`config.mk`:
```
export PLATFORM = sky130hd
export DESIGN_NAME = dmaseq_top
export DESIGN_NICKNAME = d
export VERILOG_FILES = /design/src/rtl/dmaseq_pkg.sv /design/src/rtl/dmaseq_regs.sv /design/src/rtl/dmaseq_engine.sv /design/src/rtl/dmaseq_top.sv
export SDC_FILE = /design/constraint.sdc
export NUM_CORES = 1
export LEC_CHECK = 0
export CORE_ASPECT_RATIO = 1.5
export CORE_MARGIN = 2
export CORE_UTILIZATION = 25
export DETAILED_ROUTE_END_ITERATION = 6
export PLACE_DENSITY = 0.44
export SYNTH_ARGS = -nofsm -noshare
export SYNTH_HDL_FRONTEND = slang
export SYNTH_SLANG_ARGS = --single-unit
```
`constraint.sdc`:
```
create_clock -name clk -period 2.2 [get_ports clk]
set_input_delay 0.44 -clock clk [delete_from_list [all_inputs] [get_ports clk]]
set_output_delay 0.44 -clock clk [all_outputs]
set_load 0.1 [all_outputs]
```
`src/rtl/dmaseq_pkg.sv`:
```
package dmaseq_pkg;

   localparam logic [7:0] CMD_CFG_WR = 8'hF0;
   localparam logic [7:0] CMD_CFG_RD = 8'hF1;
   localparam logic [7:0] CMD_CNT_WR = 8'hF2;
   localparam logic [7:0] CMD_CNT_RD = 8'hF3;

   localparam int EN_BIT   = 3;
   localparam int MAX_BURST = 16;

   typedef enum logic [1:0] {
      BL_1  = 2'b00,
      BL_4  = 2'b01,
      BL_8  = 2'b10,
      BL_16 = 2'b11
   } burst_e;

   function automatic int unsigned burst_bytes(burst_e b);
      case (b)
         BL_1:    return 1;
         BL_4:    return 4;
         BL_8:    return 8;
         default: return 16;
      endcase
   endfunction

endpackage

```
`src/rtl/dmaseq_regs.sv`:
```
module dmaseq_regs
   import dmaseq_pkg::*;
#(
   parameter int CNT_W = 16
) (
   input  logic             clk,
   input  logic             rst_n,
   input  logic             cmd_we,
   input  logic [7:0]       cmd_code,
   input  logic             dat_we,
   input  logic [7:0]       dat_in,
   input  logic             dat_re,
   input  logic             en,
   input  logic [CNT_W-1:0] live,
   output logic [CNT_W-1:0] cnt_prog,
   output burst_e           burst,
   output logic             cfg_wr,
   output logic             cfg_en,
   output logic [7:0]       dat_out
);

   localparam int NB = CNT_W / 8;
   localparam int PW = $clog2(NB + 1);

   logic [7:0]    cur_cmd;
   logic [PW-1:0] ptr;
   logic          wr_ok;
   logic          cnt_wr;
   logic          cnt_rd;

   assign wr_ok  = dat_we && !cmd_we;
   assign cnt_wr = wr_ok && (cur_cmd == CMD_CNT_WR);
   assign cnt_rd = dat_re && !cmd_we && (cur_cmd == CMD_CNT_RD);
   assign cfg_wr = wr_ok && (cur_cmd == CMD_CFG_WR);
   assign cfg_en = dat_in[EN_BIT];

   always_ff @(posedge clk) begin
      if (!rst_n) begin
         cur_cmd <= '0;
         ptr     <= '0;
      end else if (cmd_we) begin
         cur_cmd <= cmd_code;
         ptr     <= '0;
      end else if ((cnt_wr || cnt_rd) && (ptr < PW'(NB))) begin
         ptr <= ptr + 1'b1;
      end
   end

   for (genvar g = 0; g < NB; g++) begin : g_lane
      always_ff @(posedge clk) begin
         if (!rst_n)
            cnt_prog[8*g +: 8] <= '0;
         else if (cnt_wr && (ptr == PW'(g)))
            cnt_prog[8*g +: 8] <= dat_in;
      end
   end

   always_ff @(posedge clk) begin
      if (!rst_n)
         burst <= BL_1;
      else if (cfg_wr)
         burst <= burst_e'(dat_in[1:0]);
   end

   always_comb begin
      dat_out = '0;
      if (cur_cmd == CMD_CFG_RD) begin
         dat_out[EN_BIT] = en;
         dat_out[1:0]    = burst;
      end else if (cur_cmd == CMD_CNT_RD) begin
         for (int i = 0; i < NB; i++)
            if (ptr == PW'(i))
               dat_out = live[8*i +: 8];
      end
   end

endmodule

```
`src/rtl/dmaseq_engine.sv`:
```
module dmaseq_engine
   import dmaseq_pkg::*;
#(
   parameter int CNT_W = 16
) (
   input  logic             clk,
   input  logic             rst_n,
   input  logic             bus_rst,
   input  logic             cfg_wr,
   input  logic             cfg_en,
   input  logic [CNT_W-1:0] cnt_prog,
   input  burst_e           burst,
   input  logic             dma_ack,
   input  logic             irq_clr,
   output logic             en,
   output logic [CNT_W-1:0] live,
   output logic             dma_req,
   output logic             eot_irq
);

   localparam int BW = $clog2(MAX_BURST + 1);

   logic [BW-1:0] beats;
   logic [BW-1:0] size_b;
   logic [BW-1:0] step_b;
   logic          take;
   logic          end_sw;
   logic          end_auto;

   assign size_b   = BW'(burst_bytes(burst));
   assign step_b   = (live >= CNT_W'(size_b)) ? size_b : BW'(1);
   assign dma_req  = en && (beats != '0);
   assign take     = dma_req && dma_ack;
   assign end_sw   = !bus_rst && cfg_wr && !cfg_en && en;
   assign end_auto = !bus_rst && !cfg_wr && en && (beats == '0) && (live == '0);

   always_ff @(posedge clk) begin
      if (!rst_n) begin
         en    <= 1'b0;
         live  <= '0;
         beats <= '0;
      end else if (bus_rst) begin
         en    <= 1'b0;
         beats <= '0;
      end else if (cfg_wr) begin
         en    <= cfg_en;
         beats <= '0;
         if (cfg_en)
            live <= cnt_prog;
      end else if (en) begin
         if (take) begin
            live  <= live - 1'b1;
            beats <= beats - 1'b1;
         end else if (beats == '0) begin
            if (live == '0)
               en <= 1'b0;
            else
               beats <= step_b;
         end
      end
   end

   always_ff @(posedge clk) begin
      if (!rst_n)
         eot_irq <= 1'b0;
      else if (end_sw || end_auto)
         eot_irq <= 1'b1;
      else if (irq_clr)
         eot_irq <= 1'b0;
   end

endmodule

```
`src/rtl/dmaseq_top.sv`:
```
module dmaseq_top
   import dmaseq_pkg::*;
#(
   parameter int CNT_W = 16
) (
   input  logic       clk,
   input  logic       rst_n,
   input  logic       bus_rst,
   input  logic       cmd_we,
   input  logic [7:0] cmd_code,
   input  logic       dat_we,
   input  logic [7:0] dat_in,
   input  logic       dat_re,
   output logic [7:0] dat_out,
   output logic       dma_req,
   input  logic       dma_ack,
   output logic       eot_irq,
   input  logic       irq_clr
);

   if ((CNT_W % 8 != 0) || (CNT_W < 8)) begin : g_bad_width
      $error("CNT_W must be a nonzero multiple of 8");
   end

   logic [CNT_W-1:0] cnt_prog;
   logic [CNT_W-1:0] live_q;
   burst_e           burst_q;
   logic             cfg_wr;
   logic             cfg_en;
   logic             en_q;

   dmaseq_regs #(.CNT_W(CNT_W)) u_regs (
      .clk      (clk),
      .rst_n    (rst_n),
      .cmd_we   (cmd_we),
      .cmd_code (cmd_code),
      .dat_we   (dat_we),
      .dat_in   (dat_in),
      .dat_re   (dat_re),
      .en       (en_q),
      .live     (live_q),
      .cnt_prog (cnt_prog),
      .burst    (burst_q),
      .cfg_wr   (cfg_wr),
      .cfg_en   (cfg_en),
      .dat_out  (dat_out)
   );

   dmaseq_engine #(.CNT_W(CNT_W)) u_engine (
      .clk      (clk),
      .rst_n    (rst_n),
      .bus_rst  (bus_rst),
      .cfg_wr   (cfg_wr),
      .cfg_en   (cfg_en),
      .cnt_prog (cnt_prog),
      .burst    (burst_q),
      .dma_ack  (dma_ack),
      .irq_clr  (irq_clr),
      .en       (en_q),
      .live     (live_q),
      .dma_req  (dma_req),
      .eot_irq  (eot_irq)
   );

endmodule

```
==> impl_metrics.yaml, run 1 <==
global_routing:
  antenna_found_initial: 0
  track_usage_pct: 15.78
  grt-ovfl-total: 0
  grt_max_degree: 37
  grt_pass1_vias: 3085
  grt_pass1_wl_mm: 15.53
synth:
  synth.most_common_cell: "nand2_1"
  synth_seq_cells: 51
  syn_area_sq_um: 2905
  synth_warnings: 0
  ys_top_cells_by_count: "55 x nand2_1, 51 x a21oi_1, 51 x dfxtp_1"
  synth_nets: 422
  synth_flop_cell: "dfxtp_1"
  ys_types: 50
  synth_top_area_share_pct: 35.14
  yosysTopAreaCell: "dfxtp_1"
  ys_async_sr_fraction_pct: 0
  synth_edf_count: 0
  yosys-top-cells-area: "dfxtp_1 35%, a21oi_1 8.8%, nand2_1 7.1%, nor2_1 5.7%, ha_1 4.3%"
  seq_area_frac_synth_pct: 35.14
  avgSynthCellArea_sq_um: 7.488
  synthCells: 388
sta:
  final-setup-viol-count: 0
  clock.fmax_mhz: 474.4
  worst_pin_slew_ns: 0.5520
  slew_headroom_pct: 62.86
  min_period_over_period_pct: 95.82
  fin_worst_skew_ns: 0.007934
  slew_viol_final: 0
  tns_ns: 0
  min_period_ns: 2.108
  rsz0062_at_grt: "no"
  hold_violations: 0
floorplanning:
  fp.dieW_um: 92.02
  die_h_um: 136.0
  io_pins: 34
  row_count: 48
  dieArea_sq_um: 12520
  initial_core_util_pct: 25.46
  core_sq_um: 11410
run:
  cap_violations: 0
power_and_ir_drop:
  power_w: 0.002018
  leakage_nw: 1.556
  p_per_area_nw_per_um2: 483.4
  irDropWorstVdd_mv: 0.3189
worst_setup_path:
  cp_slowest_cell: "dfxtp_1"
  worstPathMaxFanout: 5
  rrSetupSlack_ns: 0.12
  start_kind: "flip-flop"
  crit_path_end_kind: "output pin"
  criticalPathCategory: "reg2out"
  worstPathCellList: "nand2b_2 > nor2_2 > nand3_1 > buf_4 > nor2_4 > buf_12"
  max_stage_delay_ns: 0.31
  critPathArrivalTime_ns: 1.67
  worstPathRequired_ns: 1.76
clock_network:
  cts_tree: "yes"
  cts_root_buf: "clkbuf_16"
  clk_pin_slew_worst_paths_ns: 0.07
  cts_buffers: 5
  h-tree-depth: 2
  cts_max_path_buffers: 2
  clkLatencyLatePin_ns: 0.30
  cts.sinks: 51
drt:
  drt_iter0_drc: 178
  first_pass_iters: 5
  vias: 2963
  post_drt_wl_per_cell_um: 15.64
  drtAntennaViolNets: 0
  wirelength_mm: 9.401
  viasPerCell: 4.930
  drc: 0
placement:
  place.gp.congestion: 0.7872
  port-buffer-count: 33
  dpl_cell_area_sq_um: 3829
  dp_hpwl_mm: 6.878
worst_hold_path:
  hold_path.class: "reg2reg"
finish:
  drive_gt1_share_pct: 21.95
  final_cell_area_sq_um: 4175
  nets: 484
  syn2layout_area_growth_pct: 43.71
  diodes: 0
outcome:
  status: "finished, final reports clean"
-- state kept, by name, indices dropped and copies added (netlist names) --
register and cells:
u_engine.eot_irq 1, u_engine.en 1, u_engine.live 16, u_engine.beats 5
u_regs.ptr 2, u_regs.cur_cmd 8, u_regs.burst 2, u_regs.cnt_prog 16
-- critical path, delay by kind of cell, from the launching register on --
| family | cells | cell delay (ns) |
|---|---|---|
| buffers and inverters | 2 | 0.38 |
| flip-flops | 1 | 0.31 |
| AND/OR/NAND/NOR | 4 | 0.67 |
-- metrics by stage --
step / hold slack (ns) / utilization, % / instances / worst slack (ns)
2_1_floorplan: 0.4311 / - / 388 / -0.2583
3_3_place_gp: 0.4440 / 33.55 / 588 / -0.2844
3_5_place_dp: 0.4505 / 33.55 / 588 / -0.2972
4_1_cts: 0.4606 / 36.17 / 599 / 0.003776
5_1_grt: 0.4806 / 36.59 / 601 / 0.01221
6_report: 0.4557 / 36.59 / 601 / 0.09185
-- cells by family after synthesis --
group                      after synthesis  synth area share, %
adders and majority gates               10                4.307
and+or+nand+nor                        179                30.32
xor gates and xnor gates                 3               0.9046
AOI/OAI and AO/OA                      102                21.02
DFF                                     51                35.14
muxes                                   10                3.488
buffers and inverters                   33                4.823
-- power breakdown --
| group | internal [W] | switching [W] | total [W] |
|---|---|---|---|
| Combinational | 0.0000653 | 0.0000598 | 0.000125 |
| Sequential | 0.000931 | 0.00000520 | 0.000936 |
| Clock | 0.000573 | 0.000384 | 0.000957 |
-- path summary, 6_finish.rpt --
check / startpoint / to / depth (start not counted)
max: u_regs.cur_cmd[2] / dat_out[7] / 6
min: u_regs.cnt_prog[11] / u_regs.cnt_prog[11] / 2
max reg2reg: u_engine.live[5] / u_engine.eot_irq / 5
min reg2reg: u_regs.cnt_prog[11] / u_regs.cnt_prog[11] / 2
-- per-layer routing --
layer,track usage (%),share of wire (%)
met2,29.37,52
met3,2.106,2.4
met5,0,0
met4,5.721,2.6
met1,18.28,43
-- what timing repair did --
item,in CTS,in global routing
gates cloned,2,0
hold buffers,0,0
setup buffers,1,2
pin swaps,2,2
resized for setup,16,11
setup endpoints to repair,7,22
-- layout by cell type, fill, tap and decap left out, types with 4 or more instances in the layout --
cell type        Yosys  layout
a211oi_1             5       5
a21o_1              12      12
a21oi_1             51      50
buf_12               0      12
buf_4                0      40
clkbuf_16            0       5
clkdlybuf4s50_1      0      21
dfxtp_1             51      49
ha_1                10       7
inv_1                7       6
mux2i_1              9       8
nand2_1             55      55
nand2b_1             7       6
nand3_1             25      25
nand3b_1             5       5
nor2_1              44      35
nor2_4               0       7
nor3_1              12       9
o211ai_1             4       4
o21ai_0             16      13
or4_1                4       4
-- cell type report --
| class | instances | area [sq um] |
|---|---|---|
| clock buffer | 6 | 138.9 |
| timing repair buffer | 80 | 860.8 |
| fill | 1240 | 7236 |
| sequential | 51 | 1023 |
| inverter | 8 | 30.03 |
| multi-input combinational | 304 | 1896 |
| tap | 150 | 187.7 |
| clock inverter | 2 | 38.79 |
Power figures use the tool's default switching activity.
==> run 2, diff against run 1 <==
Settings changed: CTS_CLUSTER_SIZE from default to 10.
==> results of run 2 <==
Final layout, timing and power as in run 1 (identical DEF).
==> run 3, diff against run 2 <==
Settings changed: CORE_UTILIZATION 25 to 50, PLACE_DENSITY 0.44 to 0.76.
==> impl_metrics.yaml, run 3 (synthesis results as in run 1) <==
sta:
  min_period_over_period_pct: 97.50
  min_period_ns: 2.145
  fin_worst_skew_ns: 0.004514
  worst_pin_slew_ns: 0.6342
  fin_hold_ws_ns: 0.4625
  hold_violations: 0
  slew_headroom_pct: 57.33
  tns_ns: 0
  clock.fmax_mhz: 466.2
  slew_viol_final: 0
  final-setup-viol-count: 0
power_and_ir_drop:
  switching_share_pct: 22.42
  clkPwrFrac_pct: 40.1
  combPwrFrac_pct: 6.8
  p_seq_share_pct: 53.1
  power_w: 0.001766
  leakage_nw: 1.531
  p_per_area_nw_per_um2: 439.7
  irDropWorstVdd_mv: 0.4493
  switchingPower_w: 0.0003959
  p_int_w: 0.001370
clock_network:
  cts_buffers: 5
  cts.sinks: 51
  clk_pin_slew_worst_paths_ns: 0.10
  cts_max_path_buffers: 2
  cts_tree: "yes"
  h-tree-depth: 2
  ctsHoldBuffers: 0
  clkLatencyLatePin_ns: 0.30
  cts_root_buf: "clkbuf_8"
finish:
  drive_gt1_share_pct: 22.05
  largestRegisters: "u_engine.live x16, u_regs.cnt_prog x16, u_regs.cur_cmd x8"
  fill_cells: 472
  syn2layout_area_growth_pct: 38.24
  nets: 482
  postLayoutCoreUtil_pct: 70.46
  layout_commonest_cell: "nand2_1"
  regArea_sq_um: 1026
  multi_input_area_sq_um: 1909
  final_cell_mix: "55 x nand2_1, 50 x a21oi_1, 47 x dfxtp_1, 39 x buf_4, 35 x nor2_1"
  diodes: 0
global_routing:
  grt-ovfl-total: 0
  track_usage_pct: 27.92
  grt_pass1_wl_mm: 14.34
  antenna_found_initial: 0
  grt_max_degree: 43
  grt_pass1_vias: 3125
worst_setup_path:
  crit_path_end: "dat_out[5]"
  worstPathRequired_ns: 1.76
  r2r-start: "u_engine.live[5]"
  cp_slowest_cell: "dfxtp_1"
  criticalPathCategory: "reg2out"
  worstPathMaxFanout: 5
  critPathArrivalTime_ns: 1.71
  max_stage_delay_ns: 0.33
  r2r_cells: 5
  rr_endpoint: "u_engine.live[15]"
  startpoint: "u_regs.cur_cmd[2]"
  rrSetupSlack_ns: 0.07
  crit_path_end_kind: "output pin"
  worstPathCellList: "nand2b_2 > nor2_4 > nand3_1 > buf_4 > nor2_2 > buf_12"
  start_kind: "flip-flop"
floorplanning:
  fp.dieW_um: 66.24
  initial_core_util_pct: 50.97
  row_count: 34
  core_sq_um: 5700
  die_h_um: 97.36
  io_pins: 34
  dieArea_sq_um: 6449
drt:
  vias: 3083
  viasPerCell: 5.917
  wirelength_mm: 8.480
  first_pass_iters: 5
  drc: 0
  post_drt_wl_per_cell_um: 16.28
  drt_iter0_drc: 236
  drtAntennaViolNets: 0
placement:
  place.gp.congestion: 0.9047
  port-buffer-count: 33
  dp_hpwl_mm: 5.843
outcome:
  status: "finished, final reports clean"
run:
  cap_violations: 0
worst_hold_path:
  hold_path.class: "reg2reg"
-- run 3: area by class of cell --
class	count	area share [%]
multi-input cells	304	47.54
flip-flops and latches	51	25.55
well taps	72	2.243
clock buffers	6	2.056
inverters	8	0.7477
repair buffers	78	20.90
clock inverters	2	0.9657
-- run 3: what timing repair did --
| action | in CTS | in global routing |
|---|---|---|
| pin swaps | 2 | 4 |
| cloned | 2 | 0 |
| buffers inserted | 3 | 2 |
| setup endpoints to repair | 22 | 21 |
| gates resized for setup | 17 | 13 |
-- run 3: routing by layer --
layer / vias to the layer above / wire (um) / track usage [%] / part of all wire, %
li1: 1496 / - / - / -
met5: - / 0 / 0 / 0
met2: 127 / 4463 / 47.23 / 53
met3: 26 / 460 / 3.476 / 5.4
met4: 0 / 282 / 13.19 / 3.3
met1: 1434 / 3275 / 34.16 / 39
-- run 3: through the flow --
step | setup slack [ns] | instance area [sq um] | instances
floorplan | -0.2583 | 2977 | 388
global placement | -0.3038 | 3701 | 506
detailed placement | -0.3986 | 3701 | 506
CTS | 0.01321 | 3963 | 519
global route | -0.01217 | 4016 | 521
finish | 0.05494 | 4016 | 521
-- run 3: how the worst min path moves through the flow --
stage | from | endpoint | depth (start not counted)
after floorplan | u_regs.cnt_prog[0] | u_regs.cnt_prog[0] | 2
after global placement | u_regs.cnt_prog[3] | u_regs.cnt_prog[3] | 2
after detailed placement | u_regs.cnt_prog[10] | u_regs.cnt_prog[10] | 2
after CTS | u_regs.cnt_prog[10] | u_regs.cnt_prog[10] | 2
after global routing | u_regs.cnt_prog[10] | u_regs.cnt_prog[10] | 2
final | u_regs.cnt_prog[10] | u_regs.cnt_prog[10] | 2
-- run 3: critical path, delay by kind of cell, from the launching register on --
kind	cells	cell delay, ns
buffers and inverters	2	0.39
DFF	1	0.33
and+or+nand+nor	4	0.68
-- run 3: power groups by stage --
| stage | clock network (W) | logic [W] | registers (W) |
|---|---|---|---|
| 5_1_grt | 0.000758 | 0.000130 | 0.000939 |
| 4_1_cts | 0.000720 | 0.000117 | 0.000937 |
| 3_3_place_gp | 0 | 0.000115 | 0.000958 |
| 6_report | 0.000709 | 0.000120 | 0.000937 |
| 3_5_place_dp | 0 | 0.000115 | 0.000958 |
| 2_1_floorplan | 0 | 0.0000463 | 0.000957 |
